<file path="src/rtl/irqcap_pkg.sv">
`timescale 1ns/1ps
// Package: shared types and helpers for the interrupt request capture block.
// Assumes nothing beyond being compiled before the modules that import it.
package irqcap_pkg;

    // Trigger mode encoding for one request line.
    typedef enum logic {
        TRIG_EDGE  = 1'b0,
        TRIG_LEVEL = 1'b1
    } trig_mode_e;

    // Next pending value for one line, shared by the line cell.
    function automatic logic next_pend(
        input trig_mode_e mode,
        input logic       req,
        input logic       prev,
        input logic       pend,
        input logic       ack_hit
    );
        logic rise;
        rise = req & ~prev;
        if (mode == TRIG_LEVEL)
            return req;
        else
            return rise | (pend & ~ack_hit);
    endfunction

endpackage

</file>
<file path="src/rtl/irqcap_mode_reg.sv">
`timescale 1ns/1ps
// Module: trigger-mode configuration register with a hard-wired write mask.
// Bits cleared in WMASK are forced to edge mode and read back as 0.
// Assumes a synchronous active-low reset; the capture clear does not reach here.
module irqcap_mode_reg #(
    parameter int                   NUM_LINES = 8,
    parameter logic [NUM_LINES-1:0] WMASK     = 8'hF8
) (
    input  logic                 clk,
    input  logic                 rst_n,
    input  logic                 we,
    input  logic [NUM_LINES-1:0] wdata,
    output logic [NUM_LINES-1:0] q
);

    logic [NUM_LINES-1:0] mode_q;

    // Hold the masked mode word; only reset or a write change it.
    always_ff @(posedge clk) begin
        if (!rst_n)
            mode_q <= '0;
        else if (we)
            mode_q <= wdata & WMASK;
    end

    assign q = mode_q;

endmodule

</file>
<file path="src/rtl/irqcap_ack_dec.sv">
`timescale 1ns/1ps
// Module: turns a binary acknowledge index into a one-hot clear vector.
// Assumes ack_line addresses a line below NUM_LINES; larger indices hit nothing.
module irqcap_ack_dec #(
    parameter int NUM_LINES = 8,
    localparam int IDX_W    = (NUM_LINES > 1) ? $clog2(NUM_LINES) : 1
) (
    input  logic                 ack_valid,
    input  logic [IDX_W-1:0]     ack_line,
    output logic [NUM_LINES-1:0] ack_hit
);

    for (genvar g = 0; g < NUM_LINES; g++) begin : g_dec
        // One comparator per line selects the acknowledged line.
        always_comb begin
            ack_hit[g] = ack_valid && (ack_line == IDX_W'(g));
        end
    end

endmodule

</file>
<file path="src/rtl/irqcap_line.sv">
`timescale 1ns/1ps
// Module: capture cell for one request line.
// Keeps the previous input sample and the pending bit. In level mode the
// pending bit follows the input; in edge mode a rising edge sets it and only
// an acknowledge clears it, a new edge winning over a same-cycle acknowledge.
// Assumes req is synchronous to clk.
module irqcap_line
    import irqcap_pkg::*;
(
    input  logic       clk,
    input  logic       rst_n,
    input  logic       clr,
    input  logic       req,
    input  trig_mode_e mode,
    input  logic       ack_hit,
    output logic       pend
);

    logic prev_q;
    logic pend_q;
    logic pend_d;

    // Next pending value from the mode, the edge detector and the acknowledge.
    always_comb begin
        pend_d = next_pend(mode, req, prev_q, pend_q, ack_hit);
    end

    // Store the previous sample and the pending bit; clear empties both.
    always_ff @(posedge clk) begin
        if (!rst_n || clr) begin
            prev_q <= 1'b0;
            pend_q <= 1'b0;
        end else begin
            prev_q <= req;
            pend_q <= pend_d;
        end
    end

    assign pend = pend_q;

endmodule

</file>
<file path="src/rtl/irq_trig_capture.sv">
`timescale 1ns/1ps
// Module: top of the edge/level interrupt request capture block.
// Combines the masked trigger-mode register, the acknowledge decoder and one
// capture cell per request line. Produces only the pending vector; priority
// and masking belong to the consumer. Assumes synchronous request inputs.
module irq_trig_capture
    import irqcap_pkg::*;
#(
    parameter int                   NUM_LINES  = 8,
    parameter logic [NUM_LINES-1:0] MODE_WMASK = 8'hF8,
    localparam int                  IDX_W      = (NUM_LINES > 1) ? $clog2(NUM_LINES) : 1
) (
    input  logic                 clk,
    input  logic                 rst_n,
    input  logic                 clr,
    input  logic [NUM_LINES-1:0] req_in,
    input  logic                 mode_we,
    input  logic [NUM_LINES-1:0] mode_wdata,
    output logic [NUM_LINES-1:0] mode_rdata,
    input  logic                 ack_valid,
    input  logic [IDX_W-1:0]     ack_line,
    output logic [NUM_LINES-1:0] pending
);

    logic [NUM_LINES-1:0] mode_vec;
    logic [NUM_LINES-1:0] ack_vec;

    irqcap_mode_reg #(
        .NUM_LINES (NUM_LINES),
        .WMASK     (MODE_WMASK)
    ) u_mode (
        .clk   (clk),
        .rst_n (rst_n),
        .we    (mode_we),
        .wdata (mode_wdata),
        .q     (mode_vec)
    );

    irqcap_ack_dec #(
        .NUM_LINES (NUM_LINES)
    ) u_ack (
        .ack_valid (ack_valid),
        .ack_line  (ack_line),
        .ack_hit   (ack_vec)
    );

    for (genvar g = 0; g < NUM_LINES; g++) begin : g_line
        irqcap_line u_line (
            .clk     (clk),
            .rst_n   (rst_n),
            .clr     (clr),
            .req     (req_in[g]),
            .mode    (trig_mode_e'(mode_vec[g])),
            .ack_hit (ack_vec[g]),
            .pend    (pending[g])
        );
    end

    assign mode_rdata = mode_vec;

endmodule

</file>
<file path="config.mk">
export PLATFORM = sky130hd
export DESIGN_NAME = irq_trig_capture
export DESIGN_NICKNAME = d
export VERILOG_FILES = /design/src/rtl/irqcap_pkg.sv /design/src/rtl/irqcap_mode_reg.sv /design/src/rtl/irqcap_ack_dec.sv /design/src/rtl/irqcap_line.sv /design/src/rtl/irq_trig_capture.sv
export SDC_FILE = /design/constraint.sdc
export NUM_CORES = 1
export LEC_CHECK = 0
export BUFFER_PORTS_ARGS = -buffer_cell sky130_fd_sc_hd__buf_2
export CORE_MARGIN = 10
export CORE_UTILIZATION = 45
export CTS_CLUSTER_SIZE = 8
export DETAILED_ROUTE_END_ITERATION = 7
export MAX_ROUTING_LAYER = met4
export PLACE_DENSITY = 0.76
export REMOVE_ABC_BUFFERS = 1
export SETUP_SLACK_MARGIN = 0.1
export SLEW_MARGIN = 15
export SYNTH_ARGS = -nofsm -noshare
export SYNTH_HDL_FRONTEND = slang
export SYNTH_SLANG_ARGS = --single-unit
export TNS_END_PERCENT = 30
</file>
<file path="constraint.sdc">
create_clock -name clk -period 1.2 [get_ports clk]
set_clock_uncertainty 0.15 [all_clocks]
set_input_delay 0.06 -clock clk [delete_from_list [all_inputs] [get_ports clk]]
set_output_delay 0.06 -clock clk [all_outputs]
set_load 0.01 [all_outputs]
</file>
==> summary.md <==
| Metric | Value |
|---|---|
| WL/cell | `12.4 microns` |
| DRT Pass-1 Iters | `4` |
| Hold-fix buffers at CTS | `16` |
| Worst reg-to-reg setup slack | `0.28 ns` |
| Post-synthesis sequential area ratio | `0.453` |
| # fillers | `between 150 and 200` |
| Run status | `complete, but fails checks` |
| Sequential cell area | `422 sq um` |
| Worst Path Required | `0.99 ns` |
| Final min period | `roughly 1.0 ns` |
| RSZ-0062 raised after global routing | `true` |
| GR Overflow Total | `0` |
| Largest net degree at the start of global routing | `13` |
| Num CTS Buffers | `3` |
| Final nets | `162` |
| First-pass GRT wire length | `about 3.4 mm` |
| Final WL | `2.04 mm` |
| CTS Root Cell | `clkbuf_4` |
| Critical path capture point type | `output pin` |
| Setup TNS | `0 ns` |
| Peak VDD IR | `between 500 and 600 uV` |
| Maximum Capacitance Violations | `0` |
| Delay-heaviest family, CP | `flip-flops` |
| CTS sink cnt | `21` |
| Pre-CTS setup slack | `around 0.21 ns` |
| Hold EP | `g_line[0].u_line.pend` |
| Diode count | `0` |
| Final Hold Fails | `2` |
| Synth Cell Area | `927 sq um` |
| GPL Wtd Cong | `roughly 0.72` |
| Multi-input logic area | `340 sq um` |
| I/O pin count | `40` |
| Worst hold path depth | `3` |
| Reg-to-reg endpoint | `g_line[3].u_line.pend` |
| DRT antenna net count | `0` |
| Full die area | `4280 sq um` |
| Commonest non-fill, non-tap cell in the layout | `buf_2` |
| Die Width | `about 65 microns` |
| Clock Pin Slew Worst Setup and Hold Paths | `0.11 ns` |
| Cells on worst reg2reg path | `3` |
| Worst EP arrival | `0.83 ns` |
| Synth unique cells | `20` |
| CTS tree | `yes` |
| Commonest non-fill, non-tap cells in the layout | `buf_2, dfxtp_1, dlygate4sd3_1, inv_1` |
| Worst path buffer plus inverter count | `1` |
| Start of the worst register-to-register path | `g_line[3].u_line.pend` |
| CP max FO | `4` |
| Initial antenna violation count | `0` |
| Cells after Synth | `100` |
| Synth warn | `0` |
| CTS H-Tree Depth | `1` |
| # port buffers | `33` |
| # DRC | `0` |
| Maximum clock path buffer count | `2` |
| Hold_sp | `ack_line[2]` |
| Final setup violation count | `0` |
| Final Cycle Share | `0.864` |
| Total track usage | `0.103` |
| Starting Density | `0.473` |
| Synthesis-stage register bit count | `21` |
| Syn Area/Cell | `9.27 sq um` |
| Final Non-Filler Cells | `164` |
| Crit-path cells | `buf_2` |
| Via count | `725` |
| Number of global-route vias before repair | `735` |
| Fraction of layout cells with a size suffix above 1 | `0.299` |
| Pwr Density | `~1100 nW/um^2` |
| Drt via density | `4.42` |
| WS Path Type | `flop to output pin` |
| Hold Slack | `-0.0351 ns` |
| Dpl cells | `~140` |
| Initial drt markers | `31` |
| Core area | `1960 sq um` |
| Max stage delay on crit path | `0.38 ns` |
| Max Slew Vio Count | `0` |
| Setup ws final | `roughly 0.16 ns` |
| F_max | `964 MHz` |
| Hold WC Path Type | `input port to flop` |
| Rows | `16` |
| Worst skew pair latency | `about 0.29 ns` |
| Worst setup SP type | `flop` |
| Leak | `0.555 nW` |
| Slowest CP cell | `dfxtp_1` |
| HPWL after DPL | `1.54 mm` |
| Die Ht | `65.4 microns` |
| Area delta synth->final | `28.7%` |
| Violated checks | `hold timing` |
## how the worst max path moves through the flow
stage,startpoint,end,slack (ns),depth (start not counted)
3_3_place_gp,ack_line[0],g_line[3].u_line.pend,0.24,4
6_report,u_mode.q[3],mode_rdata[3],0.16,1
2_1_floorplan,g_line[3].u_line.pend,g_line[3].u_line.pend,0.28,3
3_5_place_dp,ack_line[0],g_line[3].u_line.pend,0.21,4
5_1_grt,u_mode.q[3],mode_rdata[3],0.09,1
4_1_cts,u_mode.q[4],mode_rdata[4],0.13,1
## cells by family after synthesis
kind of cell,synth area share
compound gates,0.135
buf+inv,0.188
flops,0.453
mux,0.0540
other cells,0.00404
simple gates,0.166
## per-layer routing
metal	vias to the layer above	GRT usage	wire length (microns)
li1	386	-	-
met1	308	0.116	910
met2	26	0.156	930
met3	5	0.0356	149
met4	0	0.0561	46
met5	-	-	0
## metrics by stage
step / hold WS (ns) / cell area, sq um / util / total power (W)
after floorplan: 0.0317 / 806 / - / 0.000844
after detailed placement: 0.128 / 1000 / 0.512 / 0.000930
after global routing: -0.00628 / 1190 / 0.608 / 0.00136
after global placement: 0.123 / 1000 / 0.512 / 0.000924
final: -0.0351 / 1190 / 0.608 / 0.00128
after CTS: -0.0413 / 1190 / 0.608 / 0.00129
## registers in the layout, indices dropped and copies added, names as in the netlist
register              count
g_line.u_line.pend        8
g_line.u_line.prev_q      8
u_mode.q                  5
## Yosys cell counts
master,n,share of area
nand2_1,1,0.0040
nor2_1,2,0.0081
inv_2,2,0.0081
a21oi_1,8,0.043
and2_1,8,0.054
dfxtp_1,21,0.45
buf_2,1,0.0054
o21ai_0,5,0.027
buf_4,16,0.13
mux2i_1,5,0.054
conb_1,1,0.0040
nand2b_1,2,0.013
nand4bb_1,2,0.024
clkbuf_1,1,0.0040
and2b_1,1,0.0081
o41ai_2,1,0.018
o41ai_1,1,0.0094
o311ai_1,4,0.038
inv_1,10,0.040
nor2b_1,8,0.054
## power by group
| part | switching (W) | internal [W] |
|---|---|---|
| registers | 0.0000180 | 0.000731 |
| clock network | 0.000197 | 0.000124 |
| logic | 0.0000927 | 0.000112 |
| total | 0.000308 | 0.000967 |
## cell type report
| class | count | area share |
|---|---|---|
| Sequential cell | 21 | 0.353 |
| Clock buffer | 3 | 0.0189 |
| Tap cell | 27 | 0.0283 |
| Timing Repair Buffer | 49 | 0.273 |
| Multi-Input combinational cell | 51 | 0.285 |
| Inverter | 12 | 0.0377 |
| Clock inverter | 1 | 0.00419 |
## repair_timing
item	in CTS	in global routing
buffers inserted	0	0
setup endpoints to repair	0	5
gates resized for setup	0	1
hold endpoints to repair	21	2
Power figures use the tool's default switching activity.
